### src/rtl/simd_alu_pkg.sv
package simd_alu_pkg;

    localparam int unsigned DATA_W = 64;
    localparam int unsigned SEG_W  = 8;
    localparam int unsigned NSEG   = DATA_W / SEG_W;

    typedef enum logic [1:0] {
        OP_ADD = 2'b00,
        OP_SUB = 2'b01,
        OP_MIN = 2'b10,
        OP_RSV = 2'b11
    } alu_op_e;

    typedef enum logic [1:0] {
        SZ_8  = 2'b00,
        SZ_16 = 2'b01,
        SZ_32 = 2'b10,
        SZ_64 = 2'b11
    } elem_sz_e;

endpackage

### src/rtl/simd_lane_bounds.sv
// Decodes the element size into per-segment masks:
// lane_start marks the lowest segment of each lane, lane_top the highest.
module simd_lane_bounds
    import simd_alu_pkg::*;
#(
    parameter int unsigned NUM_SEG = NSEG
) (
    input  elem_sz_e             sz,
    output logic [NUM_SEG-1:0]   lane_start,
    output logic [NUM_SEG-1:0]   lane_top
);

    logic [31:0] span_mask;

    always_comb begin
        span_mask = (32'd1 << sz) - 32'd1;
        for (int k = 0; k < NUM_SEG; k++) begin
            lane_start[k] = ((32'(k) & span_mask) == 32'd0);
            lane_top[k]   = ((32'(k + 1) & span_mask) == 32'd0);
        end
    end

endmodule

### src/rtl/simd_seg_adder.sv
// Segmented adder: the carry between segments is cut at each lane start
// and replaced by the lane carry-in.
module simd_seg_adder #(
    parameter int unsigned SEG_WIDTH = 8,
    parameter int unsigned NUM_SEG   = 8,
    localparam int unsigned W        = SEG_WIDTH * NUM_SEG
) (
    input  logic [W-1:0]       a,
    input  logic [W-1:0]       b,
    input  logic               invert_b,
    input  logic [NUM_SEG-1:0] lane_start,
    output logic [W-1:0]       sum,
    output logic [NUM_SEG-1:0] seg_cout
);

    logic [W-1:0] b_eff;
    assign b_eff = invert_b ? ~b : b;

    for (genvar g = 0; g < NUM_SEG; g++) begin : g_seg
        logic               cin;
        logic               co;
        logic [SEG_WIDTH:0] part;

        if (g == 0) begin : g_first
            assign cin = invert_b;
        end else begin : g_rest
            assign cin = lane_start[g] ? invert_b : g_seg[g-1].co;
        end

        assign part = {1'b0, a[g*SEG_WIDTH +: SEG_WIDTH]}
                    + {1'b0, b_eff[g*SEG_WIDTH +: SEG_WIDTH]}
                    + {{SEG_WIDTH{1'b0}}, cin};
        assign co   = part[SEG_WIDTH];
        assign sum[g*SEG_WIDTH +: SEG_WIDTH] = part[SEG_WIDTH-1:0];
        assign seg_cout[g] = co;
    end

endmodule

### src/rtl/simd_lane_min.sv
// Per-lane unsigned minimum from the carry at each lane top of A + ~B + 1.
module simd_lane_min #(
    parameter int unsigned SEG_WIDTH = 8,
    parameter int unsigned NUM_SEG   = 8,
    localparam int unsigned W        = SEG_WIDTH * NUM_SEG
) (
    input  logic [W-1:0]       a,
    input  logic [W-1:0]       b,
    input  logic [NUM_SEG-1:0] seg_cout,
    input  logic [NUM_SEG-1:0] lane_top,
    output logic [W-1:0]       min_res
);

    logic a_less;

    always_comb begin
        a_less  = 1'b0;
        min_res = '0;
        for (int k = NUM_SEG - 1; k >= 0; k--) begin
            if (lane_top[k]) begin
                a_less = ~seg_cout[k];
            end
            min_res[k*SEG_WIDTH +: SEG_WIDTH] = a_less ? a[k*SEG_WIDTH +: SEG_WIDTH]
                                                       : b[k*SEG_WIDTH +: SEG_WIDTH];
        end
    end

endmodule

### src/rtl/simd_lane_alu.sv
module simd_lane_alu
    import simd_alu_pkg::*;
#(
    parameter int unsigned SEG_WIDTH = SEG_W,
    parameter int unsigned NUM_SEG   = NSEG,
    localparam int unsigned W        = SEG_WIDTH * NUM_SEG
) (
    input  logic               clk,
    input  logic               rst_n,
    input  logic               in_valid,
    input  logic [W-1:0]       op_a,
    input  logic [W-1:0]       op_b,
    input  logic [1:0]         op_code,
    input  logic [1:0]         elem_sz,
    output logic               out_valid,
    output logic [W-1:0]       out_result,
    output logic [NUM_SEG-1:0] out_cout
);

    alu_op_e            op;
    elem_sz_e           sz;
    logic [NUM_SEG-1:0] lane_start;
    logic [NUM_SEG-1:0] lane_top;
    logic               invert_b;
    logic [W-1:0]       sum;
    logic [NUM_SEG-1:0] seg_cout;
    logic [W-1:0]       min_res;
    logic [W-1:0]       res_next;
    logic [NUM_SEG-1:0] cout_next;

    assign op = alu_op_e'(op_code);
    assign sz = elem_sz_e'(elem_sz);

    simd_lane_bounds #(.NUM_SEG(NUM_SEG)) u_bounds (
        .sz         (sz),
        .lane_start (lane_start),
        .lane_top   (lane_top)
    );

    always_comb begin
        unique case (op)
            OP_SUB, OP_MIN: invert_b = 1'b1;
            OP_ADD, OP_RSV: invert_b = 1'b0;
            default:        invert_b = 1'b0;
        endcase
    end

    simd_seg_adder #(.SEG_WIDTH(SEG_WIDTH), .NUM_SEG(NUM_SEG)) u_adder (
        .a          (op_a),
        .b          (op_b),
        .invert_b   (invert_b),
        .lane_start (lane_start),
        .sum        (sum),
        .seg_cout   (seg_cout)
    );

    simd_lane_min #(.SEG_WIDTH(SEG_WIDTH), .NUM_SEG(NUM_SEG)) u_min (
        .a        (op_a),
        .b        (op_b),
        .seg_cout (seg_cout),
        .lane_top (lane_top),
        .min_res  (min_res)
    );

    always_comb begin
        res_next  = (op == OP_MIN) ? min_res : sum;
        cout_next = seg_cout & lane_top;
    end

    always_ff @(posedge clk or negedge rst_n) begin
        if (!rst_n) begin
            out_valid  <= 1'b0;
            out_result <= '0;
            out_cout   <= '0;
        end else begin
            out_valid <= in_valid;
            if (in_valid) begin
                out_result <= res_next;
                out_cout   <= cout_next;
            end
        end
    end

    AST_HOLD_IDLE: assert property (@(posedge clk) disable iff (!rst_n)
        !in_valid |=> ($stable(out_result) && $stable(out_cout)))
        else $error("result changed without in_valid");

    AST_COUT_AT_TOPS: assert property (@(posedge clk) disable iff (!rst_n)
        in_valid |=> ((out_cout & ~$past(lane_top)) == '0))
        else $error("carry bit set away from a lane top");

    AST_WIDE_SUB: assert property (@(posedge clk) disable iff (!rst_n)
        (in_valid && op_code == OP_SUB && elem_sz == SZ_64)
        |=> out_result == W'($past(op_a) - $past(op_b)))
        else $error("full-width subtract wrong");

    AST_WIDE_MIN: assert property (@(posedge clk) disable iff (!rst_n)
        (in_valid && op_code == OP_MIN && elem_sz == SZ_64)
        |=> out_result == (($past(op_a) < $past(op_b)) ? $past(op_a) : $past(op_b)))
        else $error("full-width min wrong");

    for (genvar g = 0; g < NUM_SEG; g++) begin : g_chk
        AST_BYTE_ADD: assert property (@(posedge clk) disable iff (!rst_n)
            (in_valid && op_code == OP_ADD && elem_sz == SZ_8)
            |=> out_result[g*SEG_WIDTH +: SEG_WIDTH]
                == SEG_WIDTH'($past(op_a[g*SEG_WIDTH +: SEG_WIDTH])
                            + $past(op_b[g*SEG_WIDTH +: SEG_WIDTH])))
            else $error("byte lane add leaked a carry");
    end

endmodule

### config.mk
export PLATFORM = sky130hd
export DESIGN_NAME = simd_lane_alu
export DESIGN_NICKNAME = d
export VERILOG_FILES = /design/src/rtl/simd_alu_pkg.sv /design/src/rtl/simd_lane_bounds.sv /design/src/rtl/simd_seg_adder.sv /design/src/rtl/simd_lane_min.sv /design/src/rtl/simd_lane_alu.sv
export SDC_FILE = /design/constraint.sdc
export NUM_CORES = 1
export LEC_CHECK = 0
export CAP_MARGIN = 5
export CELL_PAD_IN_SITES_DETAIL_PLACEMENT = 1
export CELL_PAD_IN_SITES_GLOBAL_PLACEMENT = 1
export CORE_MARGIN = 2
export CORE_UTILIZATION = 37
export CTS_BUF_LIST = sky130_fd_sc_hd__clkbuf_2 sky130_fd_sc_hd__clkbuf_4 sky130_fd_sc_hd__clkbuf_8
export CTS_CLUSTER_SIZE = 20
export DETAILED_ROUTE_END_ITERATION = 8
export PLACE_DENSITY = 0.87
export SLEW_MARGIN = 40
export SYNTH_ARGS = -nofsm -noshare
export SYNTH_HDL_FRONTEND = slang
export SYNTH_SLANG_ARGS = --single-unit
### constraint.sdc
create_clock -name clk -period 1.25 [get_ports clk]
set_input_delay 0.1875 -clock clk [delete_from_list [all_inputs] [get_ports clk]]
set_output_delay 0.1875 -clock clk [all_outputs]
set_load 0.02 [all_outputs]
[Yosys cells after proc, flatten, opt, wreduce, memory -nomap -nowiden]
Cells that the tools add are included.
Cells by class
  mux-type cells: 26
  bitwise operators: 10
  equal/unequal tests: 3
  reduce and logical (&&, ||, !) cells: 11
  shifts and indexed selects: 1
  $mul: 0
  div/mod/pow operators: 0
  magnitude comparators: 0
  add/sub/neg operators: 17
Operator list (count)
  32-bit zero test: 8
  64-bit two-way mux: 2
  8-bit by 8-bit adder with 9-bit output: 8
  9-bit by 1-bit adder with 9-bit output: 8
  8-bit two-way mux: 8
  64-bit inverter: 1
  1-bit two-way mux: 15
  8-bit bitwise AND: 1
  1-bit inverter: 8
  2-bit == test (second input constant): 2
  2-bit OR reduction: 2
  1-bit by 2-bit left shift with 4-bit output (first input constant): 1
  4-bit by 1-bit subtractor with 4-bit output (second input constant): 1
  2-bit by 1-bit == test with 1-bit output (second input constant): 1
  2-bit zero test: 1
  1-bit one-hot mux with 2 select lines: 1
Storage, ports and cells
  output and inout bits: 73
  register bits: 73
  RAM bits: 0
  input bits: 135
  ROM bits: 0
  bits in latches: 0
  logic and storage cells: 71
  memories: 0

[Logic depth before layout (Yosys ltp)]
  depth after elaboration: 31
  mapped depth: 62

[Cells and area by module]
A second synthesis with hierarchy kept.
Unflattened totals
  cell total of the unflattened synthesis: 957
  area, all modules: 8293.0 µm²
By module, submodules not included
  simd_lane_alu: times used 1, cells each 315, sequential area each 1826.8 µm², area each 3337.0 µm²
  simd_seg_adder: times used 1, cells each 405, sequential area each 0.0 µm², area each 3248.1 µm²
  simd_lane_min: times used 1, cells each 220, sequential area each 0.0 µm², area each 1599.0 µm²
  simd_lane_bounds: times used 1, cells each 17, sequential area each 0.0 µm², area each 108.9 µm²

[Worst setup path before layout]
No wires, ideal clock.
  path kind: input -> register
  from: input op_code[0]
  to: register out_result[14]
  library setup time: 0.126 ns
  buffers on the path: 3
  setup slack: -13.093 ns
  stages on the path: 61
  data required time: 1.124 ns
  arrival: 14.217 ns
  cells stage by stage: inv_1 -> ha_1 -> clkbuf_1 -> buf_1 -> xnor2_1 -> ha_1 -> nand3_1 -> a21oi_1 -> a31o_2 -> o31ai_1 -> fa_1 -> fa_1 -> nand2b_1 -> a21oi_1 -> o31a_1 -> o21ai_0 -> a31o_2 -> fa_1 -> [... 25 more ...] -> fa_1 -> fa_1 -> nor2b_1 -> o21a_1 -> o21a_1 -> nand2b_1 -> a31oi_1 -> mux2_2 -> fa_1 -> fa_1 -> nor2b_1 -> o31a_1 -> o22a_1 -> buf_6 -> mux2i_4 -> o21ai_4 -> mux2_4 -> a221o_1
On the way
  cells in the longest elaborated chain, start to end: 30
RTL lines
  start: declaration: RTL line simd_lane_alu.sv:13  | input logic [1:0] op_code,
  2-bit == test, or another cell as far along: RTL line simd_lane_alu.sv:41  | unique case (op)
  2-bit OR reduction: RTL line simd_lane_alu.sv:41
  1-bit one-hot mux with 2 select lines: RTL line simd_lane_alu.sv:41
  64-bit two-way mux: RTL line simd_seg_adder.sv:17  | assign b_eff = invert_b ? ~b : b;
  8-bit by 8-bit adder with 9-bit output: RTL line simd_seg_adder.sv:31  | + {1'b0, b_eff[g*SEG_WIDTH +: SEG_WIDTH]}
  9-bit by 1-bit adder with 9-bit output: RTL line simd_seg_adder.sv:32  | + {{SEG_WIDTH{1'b0}}, cin};
  1-bit two-way mux: RTL line simd_seg_adder.sv:27  | assign cin = lane_start[g] ? invert_b : g_seg[g-1].co;
  9-bit by 1-bit adder with 9-bit output: RTL line simd_seg_adder.sv:32
  [... 8 more ...]
  1-bit two-way mux: RTL line simd_seg_adder.sv:27
  9-bit by 1-bit adder with 9-bit output: RTL line simd_seg_adder.sv:32
  1-bit two-way mux: RTL line simd_seg_adder.sv:27
  9-bit by 1-bit adder with 9-bit output: RTL line simd_seg_adder.sv:32
  1-bit inverter: RTL line simd_lane_min.sv:21  | a_less = ~seg_cout[k];
  1-bit two-way mux (7 in a row): RTL line simd_lane_min.sv:20  | if (lane_top[k]) begin
  8-bit two-way mux: RTL line simd_lane_min.sv:23  | min_res[k*SEG_WIDTH +: SEG_WIDTH] = a_less ? a[k*SEG_WIDTH +: SEG_WIDTH]
  64-bit two-way mux (*): RTL line simd_lane_alu.sv:66  | res_next = (op == OP_MIN) ? min_res : sum;
  end signal: assignment: RTL line simd_lane_alu.sv:78  | out_result <= res_next;
  end: declaration: RTL line simd_lane_alu.sv:16  | output logic [W-1:0] out_result,
Every way passes the cells marked *; elsewhere a longest branch is shown, timed or not.
A chain may end at the register's enable or synchronous reset.

[Worst setup path in the final report]
  from: input op_code[0]
  to: register out_result[21]
On the way
  cells in the longest elaborated chain, start to end: 29
RTL lines (RTL line)
  2-bit == test, or another cell as far along: simd_lane_alu.sv:41
  2-bit OR reduction: simd_lane_alu.sv:41
  1-bit one-hot mux with 2 select lines: simd_lane_alu.sv:41
  64-bit two-way mux: simd_seg_adder.sv:17
  8-bit by 8-bit adder with 9-bit output: simd_seg_adder.sv:31
  9-bit by 1-bit adder with 9-bit output: simd_seg_adder.sv:32
  1-bit two-way mux: simd_seg_adder.sv:27
  9-bit by 1-bit adder with 9-bit output: simd_seg_adder.sv:32
  [... 8 more ...]
  1-bit two-way mux: simd_seg_adder.sv:27
  9-bit by 1-bit adder with 9-bit output: simd_seg_adder.sv:32
  1-bit two-way mux: simd_seg_adder.sv:27
  9-bit by 1-bit adder with 9-bit output: simd_seg_adder.sv:32
  1-bit inverter: simd_lane_min.sv:21
  1-bit two-way mux (6 in a row): simd_lane_min.sv:20
  8-bit two-way mux: simd_lane_min.sv:23
  64-bit two-way mux (*): simd_lane_alu.sv:66
Marked as above.

==> metrics.yaml <==
routed_wl_um: 42800
cp-start-kind: "primary input"
synth_area_leaders: "dfrtp_1 (26%), ha_1 (10%), xnor2_1 (9.7%), mux2i_1 (7.8%), o21ai_0 (5.4%)"
synth_cell_types: 65
syn-cell-area_um2: 7150
hold_violations: 0
relSlewSlack_pct: 49.3
fp.dieH_um: 143
synthArstFlopShare_pct: 100
synth_top_area_cell: "dfrtp_1"
fmax_mhz: 73.3
min_period_ns: 13.63
yosysSeqAreaShare_pct: 25.5
pre_cts_ws_ns: -12.89
dr.pass1.iters: 5
gp_congestion: 0.878
cts.sinks: 73
num_rows: 50
final_layout_size_suffix_gt1_share_pct: 36.6
synth_edf_count: 0
nFillCells: 2077
cts-root-buf: "clkbuf_8"
die_area_um2: 20500
cp.required_ns: 1.52
fin_skew_ns: 0
coreArea_um2: 18800
p_per_area_nw_per_um2: 1390
overflow: 0
antenna_left: 0
leakagePower_nw: 5.31
start_util_pct: 38.0
cts_buffers: 9
synth_cells: 798
r2r_cells: 4
clk_latency_ns: 0.40
vias: 9212
place_area_um2: 11100
cap_violations: 0
yosys-top-cells-count: "xnor2_1 (79), o21ai_0 (77), dfrtp_1 (73)"
rsz0062_at_grt: "true"
violations: "setup timing"
grt_pass1_wl_um: 57600
peakVddDrop_mv: 0.633
cts_tree: "built"
arrival_ns: 13.90
syn_avg_cell_area_um2: 8.96
fin_nets: 1417
remaining_drc_errors: 0
yosysMostFrequentCell: "xnor2_1"
ys_warn_count: 0
endpoint_kind: "flop"
grt_max_degree: 33
drt_iter0_drc: 659
fin_ws_ns: -12.38
critPathSlowestCell: "fa_2"
fin_hold_ws_ns: 0.178
synth-seq-cells: 73
critical_path.max_fanout: 8
dp_hpwl_um: 24200
wl_per_cell_um: 29.0
drv_slew: 0
syn2layout_area_growth_pct: 66.3
critical_path_class: "in -> reg"
grt.total_usage_pct: 37.2
dieWidth_um: 143
cts.clk_slew.worst_paths_ns: 0.09
design_area_um2: 11900
fin_crit_sh_pct: 1090
syn_nets: 1005
outcome: "complete, but fails checks"
cts_buffer_depth: 2
critPathMaxStageDelay_ns: 0.45
antenna_found_initial: 3
htreeDepth: 3
hp-class: "in -> reg"
worstHoldPathCells: 2
grt_pass1_vias: 10004
portBuffers: 207
synth_top_area_share_pct: 25.5
cpMostUsedCell: "fa_2"
worst_pin_slew_ns: 0.755
viasPerCell: 6.24
synth_flop_cell: "dfrtp_1"
setup_violations: 72
io_pins: 208
[final timing paths]
path / startpoint / slack [ns] / to
min in group asynchronous: rst_n / 0.25 / out_result[58]
worst min register to register: out_result[51] / 0.50 / out_result[51]
worst max register to register: out_result[5] / 0.22 / out_result[5]
worst min-delay path: in_valid / 0.18 / out_valid
worst max-delay path: op_code[0] / -12.38 / out_result[21]
max in group asynchronous: rst_n / 0.48 / out_result[25]
[cells by family (layout without fill, tap and decap cells)]
family	count (synthesis)	in the layout	share of synthesized area (%)
adders and majority gates	72	72	14.2
buffers and inverters	84	498	4.53
and+or+nand+nor	180	180	12.4
xor gates and xnor gates	94	94	11.5
DFF	73	73	25.5
muxes	71	71	10.6
AOI/OAI and AO/OA	224	224	21.3
other	0	4	0
[state kept, by name, indices dropped and copies added, names as in the netlist]
signal      count
out_result     64
out_cout        8
out_valid       1
[where the power goes]
group,switching (mW),internal (mW)
combinational,6.00,5.09
sequential,0.475,2.99
clock,1.14,0.789
[metal layers]
layer | share of wire [%] | vias to the layer above | GRT usage [%]
met5 | 0 | - | 0
met4 | 9.8 | 0 | 26.0
met3 | 8.0 | 345 | 6.27
met2 | 48 | 729 | 66.7
met1 | 35 | 4453 | 39.7
li1 | - | 3685 | -
[placed cells by master, fill, tap and decap left out, types with 7 or more instances in the layout]
master | Yosys | final
buf_4 | 0 | 204
mux2i_1 | 56 | 45
ha_1 | 57 | 52
clkbuf_8 | 0 | 10
nand2b_1 | 14 | 12
buf_2 | 1 | 70
buf_12 | 0 | 14
nand2_1 | 44 | 41
clkdlybuf4s50_1 | 0 | 126
xnor2_1 | 79 | 73
o21ai_1 | 8 | 28
o21ai_2 | 0 | 7
xor2_1 | 15 | 15
buf_6 | 1 | 14
o21a_1 | 14 | 14
fa_2 | 0 | 15
mux2_4 | 1 | 13
o221ai_1 | 24 | 22
a21oi_1 | 37 | 28
nor2b_1 | 21 | 14
dfrtp_1 | 73 | 73
mux2i_4 | 2 | 9
nor2_1 | 44 | 38
nor3_1 | 24 | 24
inv_1 | 46 | 43
o21ai_0 | 77 | 48
[metrics by stage]
stage / util [%] / setup TNS (ns) / cells / power (mW)
2_1_floorplan: - / -781.53 / 798 / 8.34
3_3_place_gp: 58.8 / -823.38 / 1404 / 12.2
3_5_place_dp: 58.8 / -868.85 / 1404 / 12.7
4_1_cts: 62.5 / -771.40 / 1453 / 15.1
5_1_grt: 63.1 / -852.42 / 1475 / 17.1
6_report: 63.1 / -832.17 / 1476 / 16.5
[cell type report]
| cell class | instances | area (µm²) | share of cell area (%) |
|---|---|---|---|
| clock inverter | 1 | 5.00 | 0.0421 |
| multi-input combinational | 641 | 5680 | 47.8 |
| tap | 260 | 325 | 2.74 |
| inverter | 46 | 185 | 1.56 |
| sequential | 73 | 1830 | 15.4 |
| timing repair buffer | 439 | 3700 | 31.1 |
| clock buffer | 12 | 153 | 1.28 |
| antenna | 4 | 10.0 | 0.0842 |
[critical path, delay by kind of cell]
family / cells / cell delay [ns]
AOI/OAI and AO/OA: 25 / 4.35
xor gates and xnor gates: 1 / 0.23
adders and majority gates: 16 / 6.01
buffers and inverters: 5 / 0.64
muxes: 3 / 0.79
and+or+nand+nor: 12 / 1.62
[repair_timing]
action / CTS / global route
pin swaps: 40 / 30
hold buffers: 1 / 0
setup endpoints to repair: 145 / 110
gates resized for setup: 361 / 83
gates cloned: 0 / 0
buffers inserted: 38 / 28
endpoints found under the hold margin: 23 / 0
(Power assumes the default switching activity.)
